--- config.mk ---
export PLATFORM = sky130hd
export DESIGN_NAME = ps2_dual_host
export DESIGN_NICKNAME = d
export VERILOG_FILES = /design/src/rtl/ps2_pkg.sv /design/src/rtl/ps2_dual_dp.sv /design/src/rtl/ps2_dual_ctl.sv /design/src/rtl/ps2_dual_host.sv
export SDC_FILE = /design/constraint.sdc
export NUM_CORES = 1
export LEC_CHECK = 0
export ABC_AREA = 1
export BUFFER_PORTS_ARGS = -buffer_cell sky130_fd_sc_hd__buf_2
export CAP_MARGIN = 20
export CORE_AREA = 2 2 114 116
export DETAILED_ROUTE_END_ITERATION = 8
export DIE_AREA = 0 0 116 118
export GPL_ROUTABILITY_DRIVEN = 0
export GPL_TIMING_DRIVEN = 0
export PLACE_DENSITY = 0.76
export SYNTH_ARGS = -nofsm -noshare
export SYNTH_HDL_FRONTEND = slang
export SYNTH_SLANG_ARGS = --single-unit
--- constraint.sdc ---
create_clock -name clk -period 2 [get_ports clk]
set_clock_uncertainty 0.15 [all_clocks]
set_input_delay 0.1 -clock clk [delete_from_list [all_inputs] [get_ports clk]]
set_output_delay 0.1 -clock clk [all_outputs]
set_load 0.02 [all_outputs]
--- src/rtl/ps2_pkg.sv ---
package ps2_pkg;
  localparam int NPORT = 2;

  localparam logic [2:0] A_CFG  = 3'd0;
  localparam logic [2:0] A_PEND = 3'd1;
  localparam logic [2:0] A_CTRL = 3'd2;
  localparam logic [2:0] A_DATA = 3'd3;
  localparam logic [2:0] A_FILT = 3'd4;
  localparam logic [2:0] A_PINS = 3'd5;
  localparam logic [2:0] A_PINO = 3'd6;

  typedef enum logic [2:0] {S_IDLE, S_RX, S_TX_INH, S_TX_REQ, S_TX_BITS} ctlState_t;

  // strobes from the control FSM to the datapath
  typedef struct packed {
    logic rxShift;
    logic rxDone;
    logic rxAbort;
    logic txShift;
    logic txOk;
    logic txTmo;
    logic holdClk;
    logic driveTx;
    logic port;
  } ps2Strb_t;
endpackage

--- src/rtl/ps2_dual_dp.sv ---
module ps2_dual_dp
  import ps2_pkg::*;
#(
  parameter int DEB_SHORT = 100,
  parameter int DEB_LONG  = 200
) (
  input  logic             clk,
  input  logic             rstN,
  input  logic             regWr,
  input  logic [2:0]       regAddr,
  input  logic [7:0]       regWdata,
  output logic [7:0]       regRdata,
  output logic             irq,
  input  logic [NPORT-1:0] ps2ClkIn,
  input  logic [NPORT-1:0] ps2DatIn,
  output logic [NPORT-1:0] ps2ClkOe,
  output logic [NPORT-1:0] ps2DatOe,
  input  ps2Strb_t         strb,
  output logic [NPORT-1:0] fall,
  output logic [NPORT-1:0] datLvl,
  output logic [NPORT-1:0] portEn,
  output logic             txPort,
  output logic             startTx,
  output logic             rxRst,
  output logic             txRst
);
  localparam int DW    = $clog2(DEB_LONG + 1);
  localparam int NLINE = 2 * NPORT;

  logic [NLINE-1:0] rawLvl, pinLvl, pinOut;
  logic [NPORT-1:0] clkLvl, clkPrev;
  logic [DW-1:0]    debLim;
  logic [6:0]       cfg;
  logic [3:0]       pend, pendSet, pendClr;
  logic [1:0]       tag;
  logic             rxTo, longDeb;
  logic [7:0]       rxData;
  logic [8:0]       rxSh;
  logic [10:0]      txSh;

  always_comb debLim = longDeb ? DW'(DEB_LONG - 1) : DW'(DEB_SHORT - 1);

  for (genvar p = 0; p < NPORT; p++) begin : g_port
    assign rawLvl[2*p]   = ps2ClkIn[p];
    assign rawLvl[2*p+1] = ps2DatIn[p];
    assign clkLvl[p]     = pinLvl[2*p];
    assign datLvl[p]     = pinLvl[2*p+1];
    assign fall[p]       = clkPrev[p] & ~clkLvl[p];
    assign portEn[p]     = cfg[5+p];
    assign ps2ClkOe[p]   = strb.holdClk && (strb.port == 1'(p));
    assign ps2DatOe[p]   = strb.driveTx && (strb.port == 1'(p)) && !txSh[0];
    assign pinOut[2*p]   = ~ps2ClkOe[p];
    assign pinOut[2*p+1] = ~ps2DatOe[p];
  end

  // per-line synchroniser and stability filter
  for (genvar g = 0; g < NLINE; g++) begin : g_filt
    logic [1:0]    syn;
    logic [DW-1:0] cnt;
    logic          filt;
    always_ff @(posedge clk or negedge rstN) begin
      if (!rstN) begin
        syn <= 2'b11; cnt <= '0; filt <= 1'b1;
      end else begin
        syn <= {syn[0], rawLvl[g]};
        if (syn[1] == filt) cnt <= '0;
        else if (cnt >= debLim) begin
          filt <= syn[1];
          cnt  <= '0;
        end else cnt <= cnt + 1'b1;
      end
    end
    assign pinLvl[g] = filt;
  end

  assign startTx = regWr && regAddr == A_DATA;
  assign rxRst   = regWr && regAddr == A_CTRL && regWdata[2];
  assign txRst   = regWr && regAddr == A_CTRL && regWdata[3];
  assign pendClr = (regWr && regAddr == A_PEND) ? regWdata[3:0] : 4'b0;
  assign pendSet = {strb.rxDone && !(^rxSh), strb.txTmo, strb.txOk, strb.rxDone};

  always_ff @(posedge clk or negedge rstN) begin
    if (!rstN) begin
      cfg <= '0; pend <= '0; tag <= '0; rxTo <= 1'b0; longDeb <= 1'b0; txPort <= 1'b0;
      rxData <= '0; rxSh <= '0; txSh <= '1; clkPrev <= '1;
    end else begin
      clkPrev <= clkLvl;
      if (regWr && regAddr == A_CFG)  cfg <= {regWdata[6:5], 1'b0, regWdata[3:0]};
      if (regWr && regAddr == A_CTRL) txPort <= regWdata[0];
      if (regWr && regAddr == A_FILT) longDeb <= regWdata[0];
      pend <= (pend & ~pendClr) | pendSet;
      if (strb.rxAbort) rxTo <= 1'b1;
      else if (regWr && regAddr == A_CTRL && regWdata[1]) rxTo <= 1'b0;
      if (strb.rxShift) rxSh <= {datLvl[strb.port], rxSh[8:1]};
      if (strb.rxDone) begin
        rxData <= rxSh[7:0];
        tag    <= strb.port ? 2'b10 : 2'b01;
      end
      if (startTx) txSh <= {1'b1, ~^regWdata, regWdata, 1'b0};
      else if (strb.txShift) txSh <= {1'b1, txSh[10:1]};
    end
  end

  always_comb begin
    case (regAddr)
      A_CFG:   regRdata = {1'b0, cfg};
      A_PEND:  regRdata = {1'b0, tag, 1'b0, pend};
      A_CTRL:  regRdata = {6'b0, rxTo, txPort};
      A_DATA:  regRdata = rxData;
      A_FILT:  regRdata = {7'b0, longDeb};
      A_PINS:  regRdata = {4'b0, pinLvl};
      A_PINO:  regRdata = {4'b0, pinOut};
      default: regRdata = 8'h00;
    endcase
  end

  assign irq = |(pend & cfg[3:0]);

  AST_TAG_ONEHOT: assert property (@(posedge clk) disable iff (!rstN) $onehot0(tag));
  AST_RX_FLAG_SRC: assert property (@(posedge clk) disable iff (!rstN) $rose(pend[0]) |-> $past(strb.rxDone));
  AST_PAR_FLAG_SRC: assert property (@(posedge clk) disable iff (!rstN) $rose(pend[3]) |-> $past(strb.rxDone));
  AST_TX_FLAG_SRC: assert property (@(posedge clk) disable iff (!rstN) $rose(pend[1]) |-> $past(strb.txOk));
  AST_ONE_CLK_HOLD: assert property (@(posedge clk) disable iff (!rstN) !(&ps2ClkOe));
  AST_RX_QUIET: assert property (@(posedge clk) disable iff (!rstN) strb.rxShift |-> (ps2ClkOe == '0 && ps2DatOe == '0));
endmodule

--- src/rtl/ps2_dual_ctl.sv ---
module ps2_dual_ctl
  import ps2_pkg::*;
#(
  parameter int INHIBIT_CYC = 10000,
  parameter int START_TMO   = 1500000,
  parameter int FINISH_TMO  = 200000,
  parameter int RX_TMO      = 200000
) (
  input  logic             clk,
  input  logic             rstN,
  input  logic [NPORT-1:0] fall,
  input  logic [NPORT-1:0] datLvl,
  input  logic [NPORT-1:0] portEn,
  input  logic             txPort,
  input  logic             startTx,
  input  logic             rxRst,
  input  logic             txRst,
  output ps2Strb_t         strb
);
  localparam int M1   = (INHIBIT_CYC > START_TMO) ? INHIBIT_CYC : START_TMO;
  localparam int M2   = (FINISH_TMO > RX_TMO) ? FINISH_TMO : RX_TMO;
  localparam int TMAX = (M1 > M2) ? M1 : M2;
  localparam int TW   = $clog2(TMAX + 1);
  localparam logic [TW-1:0] INH_L = TW'(INHIBIT_CYC - 1);
  localparam logic [TW-1:0] STA_L = TW'(START_TMO - 1);
  localparam logic [TW-1:0] FIN_L = TW'(FINISH_TMO - 1);
  localparam logic [TW-1:0] RXT_L = TW'(RX_TMO - 1);

  ctlState_t     state;
  logic          port, edgeHit, inTx;
  logic [3:0]    bitCnt;
  logic [TW-1:0] tmr;

  assign edgeHit = fall[port];
  assign inTx    = state == S_TX_INH || state == S_TX_REQ || state == S_TX_BITS;

  always_comb begin
    strb         = '0;
    strb.port    = port;
    strb.holdClk = state == S_TX_INH;
    strb.driveTx = state == S_TX_REQ || state == S_TX_BITS;
    case (state)
      S_RX: begin
        if (edgeHit) begin
          if (bitCnt == 4'd9) strb.rxDone = 1'b1;
          else strb.rxShift = 1'b1;
        end else if (tmr == RXT_L) strb.rxAbort = 1'b1;
      end
      S_TX_REQ: begin
        if (edgeHit) strb.txShift = 1'b1;
        else if (tmr == STA_L) strb.txTmo = 1'b1;
      end
      S_TX_BITS: begin
        if (edgeHit) begin
          if (bitCnt == 4'd10) begin
            strb.txOk  = !datLvl[port];
            strb.txTmo = datLvl[port];
          end else strb.txShift = 1'b1;
        end else if (tmr == FIN_L) strb.txTmo = 1'b1;
      end
      default: ;
    endcase
  end

  always_ff @(posedge clk or negedge rstN) begin
    if (!rstN) begin
      state <= S_IDLE; port <= 1'b0; bitCnt <= '0; tmr <= '0;
    end else if (startTx) begin
      state <= S_TX_INH; port <= txPort; bitCnt <= '0; tmr <= '0;
    end else if ((txRst && inTx) || (rxRst && state == S_RX)) begin
      state <= S_IDLE;
    end else begin
      case (state)
        S_IDLE: begin
          bitCnt <= '0;
          tmr    <= '0;
          if (fall[0] && portEn[0] && !datLvl[0]) begin
            state <= S_RX; port <= 1'b0;
          end else if (fall[1] && portEn[1] && !datLvl[1]) begin
            state <= S_RX; port <= 1'b1;
          end
        end
        S_RX: begin
          if (edgeHit) begin
            tmr <= '0;
            if (bitCnt == 4'd9) state <= S_IDLE;
            else bitCnt <= bitCnt + 1'b1;
          end else if (tmr == RXT_L) state <= S_IDLE;
          else tmr <= tmr + 1'b1;
        end
        S_TX_INH: begin
          if (tmr == INH_L) begin
            state <= S_TX_REQ; tmr <= '0;
          end else tmr <= tmr + 1'b1;
        end
        S_TX_REQ: begin
          if (edgeHit) begin
            state <= S_TX_BITS; bitCnt <= 4'd1; tmr <= '0;
          end else if (tmr == STA_L) state <= S_IDLE;
          else tmr <= tmr + 1'b1;
        end
        S_TX_BITS: begin
          if (edgeHit) begin
            if (bitCnt == 4'd10) state <= S_IDLE;
            else bitCnt <= bitCnt + 1'b1;
          end else if (tmr == FIN_L) state <= S_IDLE;
          else tmr <= tmr + 1'b1;
        end
        default: state <= S_IDLE;
      endcase
    end
  end

  AST_TMO_IN_TX: assert property (@(posedge clk) disable iff (!rstN) strb.txTmo |-> $past(startTx) == 1'b0 && (state == S_TX_REQ || state == S_TX_BITS));
  AST_RXTO_IN_RX: assert property (@(posedge clk) disable iff (!rstN) strb.rxAbort |-> state == S_RX && !edgeHit);
  AST_INH_DONE: assert property (@(posedge clk) disable iff (!rstN) (state == S_TX_REQ && $past(state) == S_TX_INH) |-> $past(tmr) == INH_L);
endmodule

--- src/rtl/ps2_dual_host.sv ---
module ps2_dual_host
  import ps2_pkg::*;
#(
  parameter int DEB_SHORT   = 100,
  parameter int DEB_LONG    = 200,
  parameter int INHIBIT_CYC = 10000,
  parameter int START_TMO   = 1500000,
  parameter int FINISH_TMO  = 200000,
  parameter int RX_TMO      = 200000
) (
  input  logic       clk,
  input  logic       rstN,
  input  logic       regWr,
  input  logic [2:0] regAddr,
  input  logic [7:0] regWdata,
  output logic [7:0] regRdata,
  output logic       irq,
  input  logic [1:0] ps2ClkIn,
  input  logic [1:0] ps2DatIn,
  output logic [1:0] ps2ClkOe,
  output logic [1:0] ps2DatOe
);
  ps2Strb_t         strb;
  logic [NPORT-1:0] fall, datLvl, portEn;
  logic             txPort, startTx, rxRst, txRst;

  ps2_dual_dp #(.DEB_SHORT(DEB_SHORT), .DEB_LONG(DEB_LONG)) i_dp (
    .clk(clk), .rstN(rstN), .regWr(regWr), .regAddr(regAddr), .regWdata(regWdata),
    .regRdata(regRdata), .irq(irq), .ps2ClkIn(ps2ClkIn), .ps2DatIn(ps2DatIn),
    .ps2ClkOe(ps2ClkOe), .ps2DatOe(ps2DatOe), .strb(strb), .fall(fall),
    .datLvl(datLvl), .portEn(portEn), .txPort(txPort), .startTx(startTx),
    .rxRst(rxRst), .txRst(txRst)
  );

  ps2_dual_ctl #(.INHIBIT_CYC(INHIBIT_CYC), .START_TMO(START_TMO),
                 .FINISH_TMO(FINISH_TMO), .RX_TMO(RX_TMO)) i_ctl (
    .clk(clk), .rstN(rstN), .fall(fall), .datLvl(datLvl), .portEn(portEn),
    .txPort(txPort), .startTx(startTx), .rxRst(rxRst), .txRst(txRst), .strb(strb)
  );
endmodule

== Yosys cells after proc, flatten, opt, wreduce, memory -nomap -nowiden ==
Cells that the tools add are included.
Operators by class
  eq/ne operators: 32
  bitwise logic cells: 17
  reduce and logical (&&, ||, !) cells: 49
  add/subtract/negate cells: 6
  multiplexer cells: 71
  magnitude comparators: 5
Operator list (number)
  two-way mux 21 bit: 8
  case mux 21 bit (5 select lines): 1
  two-way mux 8 bit: 9
  case mux 8 bit (7 select lines): 1
  two-way mux 3 bit: 13
  adder 8 x 1 -> 8 bit, second input constant: 4
  greater-or-equal comparator 8 bit: 4
  two-way mux 4 bit: 8
  two-way mux 11 bit: 2
  adder 21 x 1 -> 21 bit, second input constant: 1
  == test 21 x 14 -> 1 bit, second input constant: 1
  == test 21 x 18 -> 1 bit, second input constant: 1
  == test 21 bit, second input constant: 1
  logical AND 1 bit: 21
  two-way mux 1 bit: 21
  case mux 4 bit (4 select lines): 1
  case mux 3 bit (5 select lines): 1
  == test 3 x 2 -> 1 bit, second input constant: 4
  == test 3 bit, second input constant: 4
  inverter 1 bit: 11
  != test 5 x 4 -> 1 bit, second input constant: 2
  != test 3 x 1 -> 1 bit, second input constant: 3
  != test 3 x 2 -> 1 bit, second input constant: 3
  parity 9 bit: 1
  30 further kinds: 54
Storage, ports and cells
  flip-flop bits (word level): 118

== Longest topological paths before layout ==
  depth in word-level cells: 9
  mapped depth: 14
  gate-level depth less buffers: 14

== By module ==
A second synthesis with hierarchy kept.
Unflattened totals
  cell total of the unflattened synthesis: 933
  area, all modules: 7043.0 um2
Modules (own cells, without submodules)
  ps2_dual_dp: instances 1, area each 4473.0 um2, cells an instance 525
  ps2_dual_ctl: instances 1, area each 2570.0 um2, cells an instance 408

== Worst setup path before layout ==
Ideal clock, no wire load.
  kind: register to output
  start point: register i_ctl.state[0]
  end point: output port regRdata[3]
  slack: 0.116 ns
  required time: 1.750 ns
  stages on the path, launching flop included: 9
  arrival: 1.634 ns
  path through: dfrtp_1 nor2_1 nand2_1 inv_1 o21ai_0 nor2_1 o22ai_1 a21oi_1 nand3_1
Between the ends
  word-level cells in the longest chain between the ends: 6
  elaborated cells between the ends (all ways): 7
RTL lines
  start: declaration: RTL line ps2_dual_ctl.sv:29  | ctlState_t state;
  start signal: assignment: RTL line ps2_dual_ctl.sv:67  | state <= S_IDLE; port <= 1'b0; bitCnt <= '0; tmr <= '0;
  start signal: assignment: RTL line ps2_dual_ctl.sv:69  | state <= S_TX_INH; port <= txPort; bitCnt <= '0; tmr <= '0;
  start signal: assignment: RTL line ps2_dual_ctl.sv:71  | state <= S_IDLE;
  == test 3 x 2 -> 1 bit / == test 3 bit (equally long branches): RTL line ps2_dual_ctl.sv:41  | strb.driveTx = state == S_TX_REQ || state == S_TX_BITS;
  logical OR 1 bit *: RTL line ps2_dual_ctl.sv:41
  logical AND 1 bit * (2 in a row): RTL line ps2_dual_dp.sv:51  | assign ps2DatOe[p] = strb.driveTx && (strb.port == 1'(p)) && !txSh[0];
  named net ps2DatOe[1]: RTL line ps2_dual_host.sv:21  | output logic [1:0] ps2DatOe
  inverter 1 bit *: RTL line ps2_dual_dp.sv:53  | assign pinOut[2*p+1] = ~ps2DatOe[p];
  case mux 8 bit (7 select lines) *: RTL line ps2_dual_dp.sv:105  | case (regAddr)
  end: declaration: RTL line ps2_dual_host.sv:16  | output logic [7:0] regRdata,
The timed path passes the listed nets; every way through them passes the cells marked *.

== Final worst setup path ==
  start point: register i_ctl.state[0]
  end point: output port regRdata[3]
Between the ends
  word-level cells in the longest chain between the ends: 6
  elaborated cells between the ends (all ways): 7
RTL lines (RTL line)
  == test 3 x 2 -> 1 bit / == test 3 bit (equally long branches): ps2_dual_ctl.sv:41
  logical OR 1 bit *: ps2_dual_ctl.sv:41
  logical AND 1 bit * (2 in a row): ps2_dual_dp.sv:51
  inverter 1 bit *: ps2_dual_dp.sv:53
  case mux 8 bit (7 select lines) *: ps2_dual_dp.sv:105
Every way passes the cells marked *; elsewhere a longest branch is shown, timed or not.

==> impl_results.md <==
- Power Density: 979 nW/um^2
- Post-synth ARST share: 100%
- DR vias/cell: 5.67
- Syn_nets: 890
- Final Net Count: about 1,000
- Critical path peak fanout: 4
- Port Buf Inserts: 30
- Clock root cell: clkbuf_16
- Rel. slew slack: 41.8%
- Die Wd: 116 microns
- Clk buf depth: 2
- Data arrival, critical path: 1930 ps
- Tot Pwr: just under 9 mW
- Status: complete, but fails checks
- Commonest non-fill, non-tap cell in the layout: nand2_1
- Failing checks: negative setup slack
- # Max-Cap Violations: 0
- Unrepaired setup endpoints after global routing: yes
- CTS Sinks: 117
- Layout cells sized above 1: ~30%
- Post-layout util: between 70% and 80%
- Post-synth top area cell: dfrtp_1
- Drt drc: 0
- Layout area overhead: 34.2%
- Final setup violating endpoints: 31
- Initial antenna violation count: 0
- CTS tree: built
- Post-DP HPWL: about 11,000 microns
- Max-slew violation count: 0
- Synth Instances: 852
- Average size of a mapped cell: roughly 8 sq um
- Synthesized area: 6720 sq um
- Global-route wire length before repair: 29,100 microns
- Most frequent cells in the layout: nand2_1 (188), nor2_1 (92), dfrtp_1 (77)
- Total gr overflow: 0
- Cell leakage power: 4.14 nW
- Worst-skew pair later-pin latency: 430 ps
- Avg WL per Cell: 17.2 microns
- Crit path capture type: output pin
- CP required: 1750 ps
- FF+latch count, synth: 117
- Fin Setup TNS: -2830 ps
- Drt pass-1 iters: 6
- Vias in the first global route: just over 6,000
- Htree depth: 4
- Via count: 6,608
- Largest net degree at the start of global routing: 83
- Worst VDD drop: 0.000672 V
- Antenna viol nets, final: 0
- Post-synthesis sequential area ratio: 44.0%
- Hold crit path type: input port to flip-flop
- Final wirelength: 20,100 microns
- CP Class: flip-flop to output pin
- Critical path launch point type: flip-flop
- Final period util: 109%
- Tmin final: 2180 ps
- Setup WS post-layout: -183 ps
- Row count: 41
- Final hold vios: 0
- Post-synth top flop: dfrtp_1
- Die ar.: 13,700 sq um
- Hold Path Stages: 4
- Hold Slack: 99.4 ps
- Ant diodes: 0
- Yosys cell types: 45
- Synth top area cells: dfrtp_1 (35%), nand2_1 (11%), dfstp_2 (9.4%)
- Post-synth EDFFs: 0
- 1st-iter DRT viols: 721
- Worst-case reg-to-reg path depth: 11
- CTS clock-pin slew for the worst setup and hold paths: about 60 ps
- Core region area: 12,400 sq um
- Vert. Die Dim: 118 microns
- Max Freq: about 460 MHz
- Starting Density: roughly 54%
- Post-synth top area share: between 30% and 40%
- I/O pins: 31
- Worst Tran Pin Value: approximately 870 ps
- Syn. warnings: 0
- Inserted Clock Buffers: 17
- Total Routing Usage GR: a little over a quarter
- DP Cell Count: 1,055
- Non-filler instance count after layout: 1,165
## final timing paths
kind	startpoint	to	slack, ps
max in group asynchronous	rstN	i_dp.txSh[7]	600
min reg2reg	i_dp.g_filt[2].syn[0]	i_dp.g_filt[2].syn[1]	210
max	i_ctl.state[0]	regRdata[3]	-180
min	regAddr[1]	i_dp.txPort	100
min in group asynchronous	rstN	i_ctl.tmr[9]	460
max reg2reg	i_ctl.state[0]	i_ctl.tmr[2]	-140
## cell families after synthesis
kind of cell	synth area share [%]
flops	44.0
xor+xnor	5.34
buf+inv	6.55
compound gates	10.1
mux	0.168
fa+ha+maj	3.72
simple gates	30.1
## critical path, cell delays in order, from the launching register on
cell,delay [ps]
dfrtp_2,470
nor2_4,180
nand2_4,80
inv_4,70
o21ai_2,80
nor2_2,100
o22ai_1,80
a21oi_1,180
nand3_1,120
buf_6,150
## final cells by class
type                            instances  area (sq um)
Buffer                                 12          98.8
Clock buffer                           18           439
Clock inverter                         14           190
Fill cell                             858          3400
Inverter                               97           379
Multi-Input combinational cell        628          3840
Sequential cell                       117          2980
Tap cell                              172           215
Timing Repair Buffer                  107           876
## synth_stat cells (2+ instances only)
master and instances:
nor3b_1 4, nor2_1 109, buf_4 3, o22ai_1 3, buf_6 2, a21oi_1 18, o21ai_0 51, o31ai_1 2
nor2_4 8, nand2_2 6, dfrtp_1 93, nand3_2 3, nor2_2 3, a31oi_1 16, o211ai_1 2, dfstp_2 24
nand2_1 199, a22oi_1 2, or2_2 3, nand3_1 66, ha_1 20, buf_2 3, a221oi_1 3, a211o_1 4
and2_1 3, inv_1 88, nand3b_1 8, nor3_1 15, o21bai_1 5, o21ai_1 6, xnor2_1 18, inv_2 8
clkbuf_1 3, nand4_1 18, xor2_1 23
## power breakdown
part | total (mW) | switching, mW | internal, mW
sequential | 2.81 | 0.202 | 2.60
clock | 3.25 | 1.22 | 2.03
combinational | 2.78 | 1.65 | 1.13
total | 8.83 | 3.06 | 5.77
## through the flow
step                instance area, sq um  setup slack [ps]
CTS                                 8270              -124
finish                              9020              -183
global placement                    7090              -722
global route                        9020              -249
detailed placement                  7120              -333
floorplan                           6720               116
## metal layers
layer | vias to the layer above | wire length [microns] | global-route usage, %
met3 | 75 | 1480 | 5.77
met2 | 351 | 9900 | 43.1
li1 | 3063 | - | -
met4 | 0 | 663 | 10.6
met1 | 3119 | 8010 | 36.3
met5 | - | 0 | 0
## sequential cells by signal (all words and copies together) (netlist names), 6 cells and up
signal / cells
i_dp.g_filt.syn: 8
i_dp.g_filt.cnt: 32
i_dp.txSh: 10
i_dp.cfg: 6
i_dp.rxData: 8
i_dp.rxSh: 9
i_ctl.tmr: 21
## timing repair
item / in CTS / in global routing
buffers inserted: 22 / 34
endpoints found under the hold margin: 118 / 0
pin swaps: 11 / 39
cloned: 2 / 2
endpoints found under the setup margin: 82 / 73
gates resized for setup: 47 / 133
hold buffers: 18 / 0
Power figures use the tool's default switching activity.
